## config.mk

```make
export PLATFORM = sky130hd
export DESIGN_NAME = sp_port
export DESIGN_NICKNAME = d
export VERILOG_FILES = /design/src/rtl/sp_pkg.sv /design/src/rtl/sp_sync.sv /design/src/rtl/sp_tx.sv /design/src/rtl/sp_rx.sv /design/src/rtl/sp_port.sv
export SDC_FILE = /design/constraint.sdc
export NUM_CORES = 1
export LEC_CHECK = 0
export CAP_MARGIN = 20
export CORE_MARGIN = 5
export CORE_UTILIZATION = 55
export CTS_CLUSTER_SIZE = 24
export DETAILED_ROUTE_END_ITERATION = 7
export DONT_BUFFER_PORTS = 1
export PLACE_DENSITY = 0.68
export SLEW_MARGIN = 30
export SYNTH_ARGS = -nofsm -noshare
export SYNTH_HDL_FRONTEND = slang
export SYNTH_SLANG_ARGS = --single-unit
export TNS_END_PERCENT = 1
```

## constraint.sdc

```tcl
create_clock -name clk -period 2.8 [get_ports clk]
set_clock_uncertainty 0.15 [all_clocks]
set_input_delay 0.14 -clock clk [delete_from_list [all_inputs] [get_ports clk]]
set_output_delay 0.14 -clock clk [all_outputs]
set_load 0.005 [all_outputs]
```

## src/rtl/sp_pkg.sv

```systemverilog
package sp_pkg;
  typedef enum logic [1:0] {
    MODE_SHIFT  = 2'd0,
    MODE_UART8  = 2'd1,
    MODE_UART9F = 2'd2,
    MODE_UART9V = 2'd3
  } sp_mode_e;

  // control byte bit positions (software visible layout)
  localparam int unsigned CB_RI   = 0;
  localparam int unsigned CB_TI   = 1;
  localparam int unsigned CB_RB8  = 2;
  localparam int unsigned CB_TB8  = 3;
  localparam int unsigned CB_REN  = 4;
  localparam int unsigned CB_SM2  = 5;
  localparam int unsigned CB_MODE = 6;

  localparam int unsigned FRAME_MAX = 11;
endpackage

```

## src/rtl/sp_sync.sv

```systemverilog
module sp_sync #(
  parameter int unsigned STAGES = 2
) (
  input  logic clk,
  input  logic rst_n,
  input  logic d,
  output logic q
);
  logic [STAGES-1:0] pipe;

  generate
    if (STAGES == 1) begin : g_one
      always_ff @(posedge clk or negedge rst_n)
        if (!rst_n) pipe <= '1;
        else        pipe <= d;
    end else begin : g_many
      always_ff @(posedge clk or negedge rst_n)
        if (!rst_n) pipe <= '1;
        else        pipe <= {pipe[STAGES-2:0], d};
    end
  endgenerate

  assign q = pipe[STAGES-1];
endmodule

```

## src/rtl/sp_tx.sv

```systemverilog
module sp_tx import sp_pkg::*; #(
  parameter int unsigned OVS = 16
) (
  input  logic       clk,
  input  logic       rst_n,
  input  sp_mode_e   mode,
  input  logic       load,
  input  logic [7:0] din,
  input  logic       tb8,
  input  logic       tick_a,
  input  logic       tick_s,
  output logic       txd,
  output logic       m0_busy,
  output logic       m0_dat,
  output logic       ti_set
);
  localparam int unsigned CW = $clog2(OVS);
  localparam int unsigned IW = $clog2(FRAME_MAX);
  localparam logic [CW-1:0] CNT_END = CW'(OVS - 1);

  logic                 busy_a, busy_s, line, sclk, phase;
  logic [FRAME_MAX-1:0] frame;
  logic [IW-1:0]        idx, last;
  logic [CW-1:0]        cnt;

  always_ff @(posedge clk or negedge rst_n) begin
    if (!rst_n) begin
      busy_a <= 1'b0; busy_s <= 1'b0; line <= 1'b1; sclk <= 1'b1;
      phase  <= 1'b0; frame  <= '1;   idx  <= '0;   last <= '0;
      cnt    <= '0;   m0_dat <= 1'b1; ti_set <= 1'b0;
    end else begin
      ti_set <= 1'b0;
      if (load) begin
        idx <= '0;
        cnt <= '0;
        if (mode == MODE_SHIFT) begin
          busy_s <= 1'b1; busy_a <= 1'b0; line <= 1'b1;
          sclk   <= 1'b1; phase  <= 1'b0;
          frame  <= {3'b111, din};
          m0_dat <= din[0];
        end else begin
          busy_a <= 1'b1; busy_s <= 1'b0; line <= 1'b0;
          if (mode == MODE_UART8) begin
            frame <= {2'b11, din, 1'b0};
            last  <= IW'(9);
          end else begin
            frame <= {1'b1, tb8, din, 1'b0};
            last  <= IW'(10);
          end
        end
      end else if (busy_a && tick_a) begin
        if (cnt == CNT_END) begin
          cnt <= '0;
          if (idx == last) begin
            busy_a <= 1'b0;
          end else begin
            idx  <= idx + 1'b1;
            line <= frame[idx + 1'b1];
            if (idx + 1'b1 == last) ti_set <= 1'b1;
          end
        end else begin
          cnt <= cnt + 1'b1;
        end
      end else if (busy_s && tick_s) begin
        if (!phase) begin
          sclk   <= 1'b0;
          m0_dat <= frame[idx];
          phase  <= 1'b1;
        end else begin
          sclk  <= 1'b1;
          phase <= 1'b0;
          if (idx == IW'(7)) begin
            busy_s <= 1'b0;
            ti_set <= 1'b1;
          end else begin
            idx <= idx + 1'b1;
          end
        end
      end
    end
  end

  assign txd     = busy_s ? sclk : line;
  assign m0_busy = busy_s;
endmodule

```

## src/rtl/sp_rx.sv

```systemverilog
module sp_rx import sp_pkg::*; #(
  parameter int unsigned OVS = 16
) (
  input  logic       clk,
  input  logic       rst_n,
  input  sp_mode_e   mode,
  input  logic       sm2,
  input  logic       ren,
  input  logic       ri,
  input  logic       tick_a,
  input  logic       tick_s,
  input  logic       tx_m0_busy,
  input  logic       rxd,
  output logic       set_o,
  output logic [7:0] data_o,
  output logic       rb8_o,
  output logic       rb8_we_o,
  output logic       m0_busy_o,
  output logic       sclk_o
);
  localparam int unsigned CW = $clog2(OVS);
  localparam int unsigned IW = $clog2(FRAME_MAX);
  localparam logic [CW-1:0] SMP0    = CW'(OVS/2 - 1);
  localparam logic [CW-1:0] SMP1    = CW'(OVS/2);
  localparam logic [CW-1:0] SMP2    = CW'(OVS/2 + 1);
  localparam logic [CW-1:0] CNT_END = CW'(OVS - 1);

  typedef enum logic [1:0] {RX_IDLE, RX_ASYNC, RX_SHIFT} rx_st_e;

  rx_st_e        st;
  logic [CW-1:0] cnt;
  logic [IW-1:0] idx;
  logic [7:0]    sh;
  logic          s1, s2, ninth, phase, maj, nine_bit, at_stop, keep;

  assign maj      = (s1 & s2) | (s1 & rxd) | (s2 & rxd);
  assign nine_bit = (mode != MODE_UART8);
  assign at_stop  = nine_bit ? (idx == IW'(10)) : (idx == IW'(9));
  // filter: in 8-bit mode the stop bit qualifies, in 9-bit modes the ninth bit
  assign keep     = !ri && (!sm2 || (nine_bit ? ninth : maj));

  always_ff @(posedge clk or negedge rst_n) begin
    if (!rst_n) begin
      st <= RX_IDLE; cnt <= '0; idx <= '0; sh <= '0; s1 <= 1'b1; s2 <= 1'b1;
      ninth <= 1'b0; phase <= 1'b0; sclk_o <= 1'b1;
      set_o <= 1'b0; data_o <= '0; rb8_o <= 1'b0; rb8_we_o <= 1'b0;
    end else begin
      set_o    <= 1'b0;
      rb8_we_o <= 1'b0;
      unique case (st)
        RX_IDLE: begin
          sclk_o <= 1'b1;
          idx    <= '0;
          cnt    <= '0;
          phase  <= 1'b0;
          if (mode == MODE_SHIFT) begin
            if (ren && !ri && !set_o && !tx_m0_busy) st <= RX_SHIFT;
          end else if (ren && tick_a && !rxd) begin
            st <= RX_ASYNC;
          end
        end
        RX_ASYNC: if (tick_a) begin
          cnt <= (cnt == CNT_END) ? '0 : cnt + 1'b1;
          if (cnt == CNT_END) idx <= idx + 1'b1;
          if (cnt == SMP0) s1 <= rxd;
          if (cnt == SMP1) s2 <= rxd;
          if (cnt == SMP2) begin
            if (idx == '0) begin
              if (maj) st <= RX_IDLE;           // false start
            end else if (idx <= IW'(8)) begin
              sh <= {maj, sh[7:1]};
            end else if (at_stop) begin
              st <= RX_IDLE;
              if (keep) begin
                set_o    <= 1'b1;
                data_o   <= sh;
                rb8_o    <= nine_bit ? ninth : maj;
                rb8_we_o <= 1'b1;
              end
            end else begin
              ninth <= maj;
            end
          end
        end
        RX_SHIFT: if (tick_s) begin
          if (!phase) begin
            sclk_o <= 1'b0;
            phase  <= 1'b1;
          end else begin
            sclk_o <= 1'b1;
            phase  <= 1'b0;
            sh     <= {rxd, sh[7:1]};
            if (idx == IW'(7)) begin
              st     <= RX_IDLE;
              set_o  <= 1'b1;
              data_o <= {rxd, sh[7:1]};
            end else begin
              idx <= idx + 1'b1;
            end
          end
        end
        default: st <= RX_IDLE;
      endcase
    end
  end

  assign m0_busy_o = (st == RX_SHIFT);
endmodule

```

## src/rtl/sp_port.sv

```systemverilog
module sp_port import sp_pkg::*; #(
  parameter int unsigned OVS         = 16,
  parameter int unsigned SYNC_STAGES = 2
) (
  input  logic       clk,
  input  logic       rst_n,
  input  logic       reg_we,
  input  logic       reg_addr,
  input  logic [7:0] reg_wdata,
  output logic [7:0] reg_rdata,
  input  logic       tick_var,
  input  logic       tick_fix,
  input  logic       tick_shift,
  input  logic       rxd_i,
  output logic       rxd_o,
  output logic       rxd_oe,
  output logic       txd_o
);
  logic [7:0] ctrl_q, rbuf_q, rx_data;
  logic       wr_ctrl, wr_data, tick_a, rxd_s;
  logic       tx_txd, tx_m0_busy, ti_set;
  logic       rx_set, rx_rb8, rx_rb8_we, rx_m0_busy, rx_sclk;
  sp_mode_e   mode;

  assign wr_ctrl = reg_we && !reg_addr;
  assign wr_data = reg_we &&  reg_addr;
  assign mode    = sp_mode_e'(ctrl_q[CB_MODE +: 2]);
  assign tick_a  = (mode == MODE_UART9F) ? tick_fix : tick_var;

  sp_sync #(.STAGES(SYNC_STAGES)) u_sync (
    .clk(clk), .rst_n(rst_n), .d(rxd_i), .q(rxd_s)
  );

  sp_tx #(.OVS(OVS)) u_tx (
    .clk(clk), .rst_n(rst_n), .mode(mode), .load(wr_data), .din(reg_wdata),
    .tb8(ctrl_q[CB_TB8]), .tick_a(tick_a), .tick_s(tick_shift),
    .txd(tx_txd), .m0_busy(tx_m0_busy), .m0_dat(rxd_o), .ti_set(ti_set)
  );

  sp_rx #(.OVS(OVS)) u_rx (
    .clk(clk), .rst_n(rst_n), .mode(mode), .sm2(ctrl_q[CB_SM2]),
    .ren(ctrl_q[CB_REN]), .ri(ctrl_q[CB_RI]), .tick_a(tick_a),
    .tick_s(tick_shift), .tx_m0_busy(tx_m0_busy), .rxd(rxd_s),
    .set_o(rx_set), .data_o(rx_data), .rb8_o(rx_rb8), .rb8_we_o(rx_rb8_we),
    .m0_busy_o(rx_m0_busy), .sclk_o(rx_sclk)
  );

  // hardware flag sets take priority over a software write in the same cycle
  always_ff @(posedge clk or negedge rst_n) begin
    if (!rst_n) begin
      ctrl_q <= '0;
      rbuf_q <= '0;
    end else begin
      if (wr_ctrl) ctrl_q <= reg_wdata;
      if (ti_set)  ctrl_q[CB_TI] <= 1'b1;
      if (rx_set) begin
        ctrl_q[CB_RI] <= 1'b1;
        rbuf_q        <= rx_data;
        if (rx_rb8_we) ctrl_q[CB_RB8] <= rx_rb8;
      end
    end
  end

  assign reg_rdata = reg_addr ? rbuf_q : ctrl_q;
  assign rxd_oe    = tx_m0_busy;
  assign txd_o     = (rx_m0_busy && !tx_m0_busy) ? rx_sclk : tx_txd;
endmodule

```

# After elaboration in Yosys (flattened, before gate mapping)
# Cells that the tools add are included.
word_totals:
  ff_bits: 82
  latchBits: 0
  ramBits: 0
  mem_bits_ro: 0
  out_inout_bits: 11
  word_cells: 260
  n_memories: 0
classes:
  n_addsub: 4
  multipliers: 0
  div: 0
  magnitude_cmp: 3
  eq_ne: 40
  n_shift: 0
  muxes: 122
  bitwise: 9
  n_reduce_logical: 52
ops:
  columns: ["operator", "count"]
  rows:
  - ["$mux 8", 16]
  - ["$mux 4", 17]
  - ["$mux 1", 63]
  - ["$pmux 8 s2", 2]
  - ["$mux 2", 13]
  - ["$ne 2x1->1 const B", 13]
  - ["$eq 4x4->1 const B", 6]
  - ["$reduce_bool 2->1", 11]
  - ["$mux 10", 2]
  - ["$reduce_and 10->1", 2]
  - ["$add 4x1->4 const B", 4]
  - ["$reduce_and 3->1", 5]
  - ["$reduce_and 7->1", 2]
  - ["$eq 4x3->1 const B", 3]
  - ["$ne 3x2->1 const B", 4]
  - ["$pmux 4 s3", 1]
  - ["$reduce_and 6->1", 2]
  - ["$logic_and 1x1->1", 11]
  - ["$lt 4x5->1 const B", 2]
  - ["$ne 3x1->1 const B", 3]
  - ["$reduce_bool 3->1", 3]
  - ["$bmux 1 s4", 2]
  - ["$eq 4x4->1", 2]
  - ["$ne 2x2->1 const B", 4]
  - ["18 further kinds", 37]

# Depth between registers and ports, before layout
# Gate-level depths: netlist of the first run.
logic_depth:
  word_depth: 13
  depth_mapped: 8
  depth_no_buf: 7

# By module
# A second synthesis of the first run with hierarchy kept.
hier_totals:
  cells_unflattened: 404
  area_unflattened_um2: 4486.8
by_module_without_submodules:
  columns: ["module", "instances", "cells_per_inst", "area_per_inst_um2", "seq_area_each_um2"]
  rows:
  - ["sp_rx", 1, 181, 1956.9, 854.6]
  - ["sp_tx", 1, 167, 1699.1, 716.9]
  - ["sp_port", 1, 54, 778.2, 400.4]
  - ["sp_sync", 1, 2, 52.6, 52.6]

# Worst setup path after synthesis of the first run
# OpenSTA, ideal clock, no wires.
synth_path:
  path_kind: "flip-flop to flip-flop"
  from: "reg u_rx.st[1]"
  to: "reg u_rx.data_o[0]"
  setup_ns: 0.125
  arrival_ns: 1.931
  required_time_ns: 2.525
  slack_ns: 0.594
  path_stages_with_launch: 7
  n_path_buf: 1
  period_less_slack_ns: 2.206
  cell_sequence: "dfrtp_1 -> inv_1 -> ha_1 -> clkbuf_1 -> a41oi_1 -> a211oi_4 -> mux2_2"
synth_between:
  elab_chain_len: 3
  word_cells_on_any_way: 14
  classes_between: "eq/ne (11); mux (1); reduce/logical (2)"
synth_lines:
  columns: ["element", "line", "rtl"]
  rows:
  - ["start: declaration", "sp_rx.sv:30", "rx_st_e st;"]
  - ["start signal: assignment", "sp_rx.sv:44", "st <= RX_IDLE; cnt <= '0; idx <= '0; sh <= '0; s1 <= 1'b1; s2 <= 1'b1;"]
  - ["start signal: assignment", "sp_rx.sv:57", "if (ren && !ri && !set_o && !tx_m0_busy) st <= RX_SHIFT;"]
  - ["start signal: assignment", "sp_rx.sv:59", "st <= RX_ASYNC;"]
  - ["$eq 2x1->1 or $eq 2x2->1 (tied branches)", "sp_rx.sv:50", "unique case (st)"]
  - ["$ne 2x1->1 (no source line) (tied with other cells)", null, null]
  - ["$reduce_and 10->1 (no source line)", null, null]
  - ["end signal: assignment", "sp_rx.sv:76", "data_o <= sh;"]
  - ["end signal: assignment", "sp_rx.sv:96", "data_o <= {rxd, sh[7:1]};"]
  - ["end: declaration", "sp_rx.sv:15", "output logic [7:0] data_o,"]
# Parallel ways exist; a longest one is shown, timed or not.
# A chain may end at the register's enable or synchronous reset.

# Final worst setup path of the first run
layout_path:
  from: "reg u_tx.idx[0]"
  to: "reg u_tx.idx[0]"
layout_between:
  elab_chain_len: 6
  word_cells_on_any_way: 13
  classes_between: "add/sub (1); eq/ne (4); mux (7); reduce/logical (1)"
layout_lines:
  columns: ["element", "line", "rtl"]
  rows:
  - ["start: declaration", "sp_tx.sv:23", "logic [IW-1:0] idx, last;"]
  - ["start signal: assignment", "sp_tx.sv:57", "idx <= idx + 1'b1;"]
  - ["start signal: assignment", "sp_tx.sv:76", "idx <= idx + 1'b1;"]
  - ["$add 4x1->4", "sp_tx.sv:57, sp_tx.sv:76", null]
  - ["$mux 4", "sp_tx.sv:72", "if (idx == IW'(7)) begin"]
  - ["$mux 4", "sp_tx.sv:65", "if (!phase) begin"]
  - ["$mux 4", "sp_tx.sv:64", "end else if (busy_s && tick_s) begin"]
  - ["$mux 4", "sp_tx.sv:51", "end else if (busy_a && tick_a) begin"]
  - ["$mux 4", "sp_tx.sv:33", "if (load) begin"]
# Parallel ways exist; a longest one is shown, timed or not. The select of a mux whose other input is x is not followed.

==> results of run 1 <==
==> power by group <==
group          internal, µW  leakage (µW)  switching [µW]  total [µW]
logic                   578      0.000980             652        1230
registers              1380       0.00101             242        1620
clock network           463      0.000107             413         876
==> what timing repair did <==
| action | 4_1_cts | 5_1_grt |
|---|---|---|
| resized for setup | 0 | 0 |
| endpoints found under the hold margin | 104 | 0 |
| hold buffers | 12 | 0 |
==> area by class of cell <==
type / instances / area share
clock buffer: 12 / 0.0327
multi-input combinational: 277 / 0.454
clock inverter: 4 / 0.0111
tap: 102 / 0.0269
sequential: 80 / 0.427
inverter: 17 / 0.0134
timing repair buffer: 16 / 0.0353
==> kinds of logic (layout without fill, tap and decap cells) <==
logic type,count (synthesis),after routing,synth area share
XOR/XNOR,9,9,0.0182
buffers and inverters,37,49,0.0361
AND/OR/NAND/NOR,111,111,0.133
AO/OA/AOI/OAI,77,77,0.126
flip-flops,80,80,0.467
multiplexers,68,68,0.185
adder cells (fa/ha/maj),12,12,0.0341
==> layer usage <==
| layer | vias to the layer above | GRT usage | wire, µm |
|---|---|---|---|
| met4 | 0 | 0.0630 | 134 |
| met3 | 14 | 0.0545 | 641 |
| li1 | 1433 | - | - |
| met2 | 76 | 0.308 | 4160 |
| met5 | - | 0 | 0 |
| met1 | 1505 | 0.278 | 4160 |
==> state kept, by name, summed over array words and instances (netlist names), 2 cells and up <==
signal / flops
ctrl_q: 8
rbuf_q: 8
u_rx.cnt: 4
u_rx.data_o: 8
u_rx.idx: 4
u_rx.sh: 8
u_rx.st: 2
u_sync.pipe: 2
u_tx.cnt: 4
u_tx.frame: 10
u_tx.idx: 4
u_tx.last: 3
==> synthesized netlist by cell type, types with 3 or more instances <==
cell type | count | area [µm²]
a21oi_1 | 17 | 85.1
a31oi_1 | 4 | 25.0
buf_1 | 3 | 11.3
clkbuf_1 | 12 | 45.0
dfrtp_1 | 62 | 1550
dfstp_2 | 18 | 473
ha_1 | 11 | 138
inv_1 | 17 | 63.8
mux2_2 | 50 | 563
mux2i_1 | 12 | 120
mux4_2 | 4 | 90.1
nand2_1 | 31 | 116
nand2b_1 | 4 | 25.0
nand3_1 | 16 | 80.1
nand4_1 | 4 | 25.0
nor2_1 | 20 | 75.1
nor2b_1 | 5 | 31.3
nor3_1 | 8 | 40.0
o21ai_0 | 21 | 105
o22ai_1 | 3 | 18.8
xnor2_1 | 4 | 35.0
xor2_1 | 5 | 43.8
==> metrics by stage <==
step / area (µm²) / total power [µW]
floorplan: 4340 / 2570
global placement: 4400 / 2780
detailed placement: 4400 / 2820
CTS: 4750 / 3740
global route: 4750 / 4000
finish: 4750 / 3730
==> worst max-delay path, delay by kind of cell, from the launching register on <==
family | cells | cell delay (ns)
flops | 1 | 0.54
xor+xnor | 1 | 0.25
simple gates | 2 | 0.87
compound gates | 1 | 0.14
mux | 1 | 0.37
==> worst max path at each step <==
stage	start	to	slack [ns]
global placement	u_tx.idx[0]$_DFFE_PN0P_	u_tx.idx[0]$_DFFE_PN0P_	0.45
CTS	u_tx.idx[0]$_DFFE_PN0P_	u_tx.idx[0]$_DFFE_PN0P_	0.37
global route	u_tx.idx[0]$_DFFE_PN0P_	u_tx.idx[0]$_DFFE_PN0P_	0.23
floorplan	u_rx.st[1]$_DFFE_PN0P_	u_rx.data_o[0]$_DFFE_PN0P_	0.59
finish	u_tx.idx[0]$_DFFE_PN0P_	u_tx.idx[0]$_DFFE_PN0P_	0.37
detailed placement	u_tx.idx[0]$_DFFE_PN0P_	u_tx.idx[0]$_DFFE_PN0P_	0.40
==> run summary, run 1 <==
Slew HR: 0.497
HP Start: tick_shift
first-pass GRT wire length: 15800 µm
Hold Path Depth: 4
Die Area: 0.00976 mm²
status: finished clean
Fmax achieved: 412 MHz
Final Core Density: 0.617
largest net degree at the start of global routing: 81
area taken by multi-input logic gates: 0.00215 mm²
initial antenna violation count: 0
gate count of the mapped netlist: 394
DRT Wirelength: 9100 µm
remaining global-route overflow: 0
setup_tns: 0 ns
initial core utilization: 0.564
post-layout minimum cycle time: 2.43 ns
maximum vdd drop: 0.000486 V
Critical Path Source Type: flip-flop
fin nets: 428
CP arrival: 2.51 ns
most common cell after layout, fill and taps aside: dfrtp_1
Post-Syn Area: 0.00434 mm²
Synth Area per Inst: 11.0 µm²
DIE HEIGHT: 98.8 µm
FILL cells: 625
Overall Global Routing Usage: 0.201
share of flip-flops with an asynchronous set or reset: 1.00
worst-path cell chain: xor2_1 -> nor4_1 -> o31ai_4 -> nor2_2 -> mux2_2
Worst-path clk slew: 0.08 ns
Final setup violation count: 0
Routability Congestion: 0.888
CTS tree: yes
R2R Path End: u_tx.idx[0]$_DFFE_PN0P_
DRC violations left: 0
CP required: 2.89 ns
Worst-Margin Slew: 0.736 ns
TritonCTS sink count: 80
PortBufs: 0
Min Hold Slack: 0.0280 ns
Reg area: 0.00202 mm²
Tcrit/Tclk final: 0.868
Mapped Nets: 421
remaining antenna violation count: 0
YS warnings: 0
Clk Latency, worst-skew pair: 0.35 ns
element type at the critical path end: flip-flop
number of global-route vias before repair: 3116
Leak Pwr: 0.00210 µW
Avg WL per Cell: 17.9 µm
First DRT Iteration DRCs: 205
Cell variety after synth: 64
register-to-register setup slack: 0.37 ns
Worst Setup Slack, final: 0.371 ns
Die Wd: 98.8 µm
depth of the most critical reg-to-reg path: 5
Setup Buffers After CTS: 0
placed cell count: 480
Power Density: 785 mW/mm²
Setup CP Type: flip-flop to flip-flop
#FFs+latches synth: 80
# IOs: 27
layout cells sized above 1: 0.264
Seq/Total Area, Yosys: 0.467
Worst Hold End: u_tx.m0_busy$_DFFE_PN0P_
Num CTS Buffers: 9
commonest non-fill, non-tap cells in the layout: 62 x dfrtp_1, 50 x mux2_2, 31 x nand2_1, 21 x o21ai_0, 20 x nor2_1
CP Max Fanout: 13
Max Cap Violations: 0
Via Count: 3028
HP Class: input port to flip-flop
Root Buffer: clkbuf_8
area grow syn2layout: 9.47%
Place WS: 0.397 ns
Post-synth EDFFs: 0
Slew Viols, Final: 0
hpwl dp: 6430 µm
Worst path max stage delay: 0.61 ns
reg-to-reg startpoint: u_tx.idx[0]$_DFFE_PN0P_
CP max stage cell: nor4_1
antenna cells: 0
Finished Layout Cells: 508
H-tree depth: 3
RSZ-0062 raised after global routing: false
vias per inst: 5.96
Clock Path Buffers: 2
row count: 32
top_reg_cell synth: dfrtp_1
final hold vios: 0
core area: 0.00769 mm²
Pre-Repair DR Iteration Count: 4
Power figures use the tool's default switching activity.
==> run 2, diff against run 1 <==
CAP_MARGIN = unset   (was 20)
CTS_BUF_LIST = sky130_fd_sc_hd__clkbuf_8 sky130_fd_sc_hd__clkbuf_16   (was unset)
==> run 2 against run 1 <==
Net effect:
- worst setup slack about the same
- count of clock-buffer cells in the layout decreased by 1
- combinational power is essentially flat
- non-clock buffer count unchanged
- critical path type unchanged
- largest power group unchanged
==> run summary, run 2 (synthesis gave the netlist of run 1 again) <==
first-pass GRT wire length: 15800 µm (unchanged)
Power Density: 785 mW/mm² (about the same)
maximum vdd drop: 0.000486 V (about the same)
DRT Wirelength: 9110 µm (was 9100 µm)
area grow syn2layout: 9.47% (unchanged)
CP arrival: 2.52 ns (was 2.51 ns)
layout cells sized above 1: 0.264 (unchanged)
hpwl dp: 6430 µm (unchanged)
Num CTS Buffers: 9 (unchanged)
H-tree depth: 3 (unchanged)
Routability Congestion: 0.888 (unchanged)
Biggest register: u_tx.frame (unchanged)
most common cell after layout, fill and taps aside: dfrtp_1 (unchanged)
DIE HEIGHT: 98.8 µm (unchanged)
Max Cap Violations: 0 (unchanged)
Root Buffer: clkbuf_8 (unchanged)
Final setup violation count: 0 (unchanged)
Worst-path clk slew: 0.08 ns (about the same)
commonest non-fill, non-tap cells in the layout: 62 x dfrtp_1, 50 x mux2_2, 31 x nand2_1, 21 x o21ai_0, 20 x nor2_1 (unchanged)
setup_tns: 0 ns (unchanged)
vias per inst: 5.96 (unchanged)
max reg flops: 10 (unchanged)
Critical Path Source Type: flip-flop (unchanged)
number of global-route vias before repair: 3116 (unchanged)
# IOs: 27 (unchanged)
GR Util met3: 0.0545 (unchanged)
largest net degree at the start of global routing: 81 (unchanged)
Pre-Repair DR Iteration Count: 4 (unchanged)
post-layout minimum cycle time: 2.43 ns (about the same)
TritonCTS sink count: 80 (unchanged)
RSZ-0062 raised after global routing: false (unchanged)
initial core utilization: 0.564 (unchanged)
fin nets: 428 (unchanged)
CP required: 2.89 ns (about the same)
Place WS: 0.397 ns (unchanged)
DRC violations left: 0 (unchanged)
PortBufs: 0 (unchanged)
final hold vios: 0 (unchanged)
Tcrit/Tclk final: 0.868 (about the same)
Worst Setup Slack, final: 0.371 ns (about the same)
Die Wd: 98.8 µm (unchanged)
remaining global-route overflow: 0 (unchanged)
element type at the critical path end: flip-flop (unchanged)
antenna cells: 0 (unchanged)
Die Area: 0.00976 mm² (unchanged)
Fmax achieved: 412 MHz (about the same)
Avg WL per Cell: 17.9 µm (about the same)
HP Class: input port to flip-flop (unchanged)
gr busiest metal: met2 (unchanged)
CTS tree: yes (unchanged)
M1 GR Usage: 0.278 (unchanged)
initial antenna violation count: 0 (unchanged)
Clock Path Buffers: 2 (unchanged)
Overall Global Routing Usage: 0.201 (unchanged)
First DRT Iteration DRCs: 207 (was 205)
core area: 0.00769 mm² (unchanged)
row count: 32 (unchanged)
Via Count: 3028 (unchanged)
CP Max Fanout: 13 (unchanged)
Slew HR: 0.497 (unchanged)
Slew Viols, Final: 0 (unchanged)
Leak Pwr: 0.00210 µW (about the same)
status: finished clean (unchanged)
Worst-Margin Slew: 0.736 ns (unchanged)
remaining antenna violation count: 0 (unchanged)
Clk Latency, worst-skew pair: 0.35 ns (about the same)
FILL cells: 625 (unchanged)
Setup CP Type: flip-flop to flip-flop (unchanged)
met2 global-route usage: 0.308 (unchanged)
-- run 2: area by class of cell --
class                   count  area (µm²)  share of cell area
inverters                  17        63.8              0.0134
clock buffers              11         151              0.0319
repair buffers             16         168              0.0353
flip-flops and latches     80        2020               0.427
clock inverters             5        56.3              0.0119
multi-input cells         277        2150               0.454
well taps                 102         128              0.0269
-- run 2: metal layers --
metal | wire length, µm | up-vias
met4 | 134 | 0
met2 | 4160 | 74
met5 | 0 | -
met1 | 4190 | 1506
met3 | 630 | 14
li1 | - | 1434
-- run 2: timing repair --
action	CTS	global route
hold buffers	12	0
endpoints found under the hold margin	104	0
setup endpoints to repair	0	0
resized for setup	0	0
buffers inserted	0	0
-- run 2: through the flow --
step | instances | utilization | instance area (µm²) | hold WS (ns) | power (µW)
3_5_place_dp | 480 | 0.572 | 4400 | -0.303 | 2820
2_1_floorplan | 394 | - | 4340 | -0.306 | 2570
6_report | 508 | 0.617 | 4750 | 0.0276 | 3720
5_1_grt | 508 | 0.617 | 4750 | 0.0323 | 4000
3_3_place_gp | 480 | 0.572 | 4400 | -0.303 | 2780
4_1_cts | 508 | 0.617 | 4750 | 0.000157 | 3740
-- run 2: path summary, 6_finish.rpt --
check                                    startpoint                  endpoint  slack [ns]  cells after the start
max in group asynchronous                     rst_n  u_sync.pipe[0]$_DFF_PN1_        1.95                      2
hold / removal                           tick_shift  u_tx.m0_busy$_DFFE_PN0P_        0.03                      4
setup reg to reg            u_tx.idx[0]$_DFFE_PN0P_   u_tx.idx[0]$_DFFE_PN0P_        0.37                      5
min in group asynchronous                     rst_n   u_rx.cnt[3]$_DFFE_PN0P_        0.20                      2
hold reg to reg            u_sync.pipe[0]$_DFF_PN1_  u_sync.pipe[1]$_DFF_PN1_        0.21                      0
setup / recovery            u_tx.idx[0]$_DFFE_PN0P_   u_tx.idx[0]$_DFFE_PN0P_        0.37                      5
-- run 2: power by group --
| group | switching [µW] | internal, µW | total [µW] |
|---|---|---|---|
| logic | 651 | 578 | 1230 |
| registers | 243 | 1380 | 1620 |
| clock network | 414 | 459 | 874 |
-- run 2: worst max-delay path: stages, from the launching register on --
cell and delay [ns]:
dfrtp_1 0.54, xor2_1 0.25, nor4_1 0.61, o31ai_4 0.14
nor2_2 0.26, mux2_2 0.37
==> run 3, diff against run 2 <==
CELL_PAD_IN_SITES_DETAIL_PLACEMENT = 1   (was unset)
CELL_PAD_IN_SITES_GLOBAL_PLACEMENT = 1   (was unset)
CORE_UTILIZATION = 51   (was 55)
PLACE_DENSITY = 0.77   (was 0.68)
SKIP_CTS_REPAIR_TIMING = 1   (was unset)
==> run 3 against run 2 <==
Net effect:
- the flow now finishes with violations (negative hold slack)
- non-clock buffer count rose by 3
- critical path depth is the same
- die area increased by 7.0%
- largest power group unchanged
- clock power is 10% higher
- fmax shrank 3.0%
- flip-flop and latch count unchanged
==> run summary, run 3 (synthesis gave the netlist of run 1 again) <==
status: finished with violations (was finished clean)
failing checks: negative hold slack
CTS tree: yes (unchanged)
HP Class: input port to flip-flop (unchanged)
CP Max Fanout: 15 (was 13)
First DRT Iteration DRCs: 104 (was 207)
Root Buffer: clkbuf_8 (unchanged)
reg-to-reg startpoint: ctrl_q[7]$_DFFE_PN0P_ (was u_tx.idx[0]$_DFFE_PN0P_)
Setup CP Type: flip-flop to flip-flop (unchanged)
largest net degree at the start of global routing: 81 (unchanged)
HP Start: tick_shift (unchanged)
Biggest register: u_tx.frame (unchanged)
Overall Global Routing Usage: 0.220 (was 0.201)
Slew HR: 0.528 (was 0.497)
Die Area: 0.0104 mm² (was 0.00976 mm²)
TritonCTS sink count: 80 (unchanged)
DRT Wirelength: 10800 µm (was 9110 µm)
Clk Latency, worst-skew pair: 0.36 ns (was 0.35 ns)
Via Count: 3117 (was 3028)
vias per inst: 6.06 (was 5.96)
Avg WL per Cell: 21.1 µm (was 17.9 µm)
Routability Congestion: 0.866 (was 0.888)
depth of the most critical reg-to-reg path: 5 (unchanged)
CP arrival: 2.60 ns (was 2.52 ns)
Clock Path Buffers: 2 (unchanged)
Min Hold Slack: -0.0190 ns (was 0.0276 ns)
row count: 33 (was 32)
# IOs: 27 (unchanged)
most common cell after layout, fill and taps aside: dfrtp_1 (unchanged)
initial antenna violation count: 0 (unchanged)
register-to-register setup slack: 0.30 ns (was 0.37 ns)
Pre-Repair DR Iteration Count: 4 (unchanged)
H-tree depth: 3 (unchanged)
first-pass GRT wire length: 17600 µm (was 15800 µm)
Slew Viols, Final: 0 (unchanged)
commonest non-fill, non-tap cells in the layout: 62 x dfrtp_1, 50 x mux2_2, 31 x nand2_1, 21 x o21ai_0, 20 x nor2_1 (unchanged)
max reg flops: 10 (unchanged)
fin nets: 431 (was 428)
remaining global-route overflow: 0 (unchanged)
hpwl dp: 7230 µm (was 6430 µm)
Tcrit/Tclk final: 0.894 (was 0.868)
Critical Path Source Type: flip-flop (unchanged)
Max Cap Violations: 0 (unchanged)
R2R Path End: u_rx.data_o[5]$_DFFE_PN0P_ (was u_tx.idx[0]$_DFFE_PN0P_)
Hold Path Depth: 4 (unchanged)
RSZ-0062 raised after global routing: false (unchanged)
maximum vdd drop: 0.000351 V (was 0.000486 V)
Place WS: 0.383 ns (was 0.397 ns)
antenna cells: 0 (unchanged)
Worst Setup Slack, final: 0.297 ns (was 0.371 ns)
DIE HEIGHT: 102 µm (was 98.8 µm)
post-layout minimum cycle time: 2.50 ns (was 2.43 ns)
remaining antenna violation count: 0 (unchanged)
layout cells sized above 1: 0.267 (was 0.264)
Die Wd: 102 µm (was 98.8 µm)
final hold vios: 1 (was 0)
element type at the critical path end: flip-flop (unchanged)
Worst Hold End: u_tx.ti_set$_DFF_PN0_ (was u_tx.m0_busy$_DFFE_PN0P_)
DRC violations left: 0 (unchanged)
Power Density: 814 mW/mm² (was 785 mW/mm²)
Num CTS Buffers: 9 (unchanged)
initial core utilization: 0.525 (was 0.564)
Worst-Margin Slew: 0.708 ns (was 0.736 ns)
number of global-route vias before repair: 3284 (was 3116)
CP required: 2.89 ns (about the same)
Final setup violation count: 0 (unchanged)
Leak Pwr: 0.00211 µW (was 0.00210 µW)
area grow syn2layout: 10.4% (was 9.47%)
PortBufs: 0 (unchanged)
Worst-path clk slew: 0.09 ns (was 0.08 ns)
core area: 0.00826 mm² (was 0.00769 mm²)
setup_tns: 0 ns (unchanged)
Fmax achieved: 400 MHz (was 412 MHz)
==> run 3: through the flow <==
stage,instances,utilization,cell area (µm²),total power [µW]
after detailed placement,485,0.535,4420,2880
after global placement,485,0.535,4420,2820
after global routing,514,0.580,4790,4130
final,514,0.580,4790,3900
after floorplan,394,-,4340,2570
after CTS,501,0.562,4640,3870
==> run 3: worst max-delay path by stage <==
stage | startpoint | endpoint | depth (start not counted)
final | ctrl_q[7]$_DFFE_PN0P_ | u_rx.data_o[5]$_DFFE_PN0P_ | 5
after global routing | ctrl_q[7]$_DFFE_PN0P_ | u_rx.st[1]$_DFFE_PN0P_ | 5
after CTS | ctrl_q[7]$_DFFE_PN0P_ | u_rx.data_o[5]$_DFFE_PN0P_ | 5
after detailed placement | ctrl_q[7]$_DFFE_PN0P_ | u_rx.data_o[7]$_DFFE_PN0P_ | 5
after global placement | ctrl_q[7]$_DFFE_PN0P_ | u_rx.data_o[0]$_DFFE_PN0P_ | 5
after floorplan | u_rx.st[1]$_DFFE_PN0P_ | u_rx.data_o[0]$_DFFE_PN0P_ | 6
==> run 3: worst max-delay path: stages (launching register included) <==
cell and delay (ns):
dfrtp_1 0.62, nor2b_4 0.26, mux2_4 0.29, o211ai_4 0.11, a211oi_4 0.54, mux2_2 0.41
==> run 3: layout make-up <==
type | count | area (µm²)
Sequential cell | 80 | 2020
Clock buffer | 9 | 124
Inverter | 17 | 63.8
Multi-Input combinational cell | 277 | 2150
Timing Repair Buffer | 19 | 193
Clock inverter | 7 | 96.3
Fill cell | 875 | 3470
Tap cell | 105 | 131
==> run 3: power by group <==
part           switching (µW)  internal [µW]
Sequential                221           1380
Clock                     460            504
Combinational             739            596
==> run 3: routing by layer <==
| metal | up-vias | track usage | share of wire |
|---|---|---|---|
| met4 | 0 | 0.0676 | 0.014 |
| met3 | 14 | 0.0573 | 0.047 |
| met2 | 64 | 0.367 | 0.50 |
| met5 | - | 0 | 0 |
| li1 | 1438 | - | - |
| met1 | 1601 | 0.283 | 0.44 |
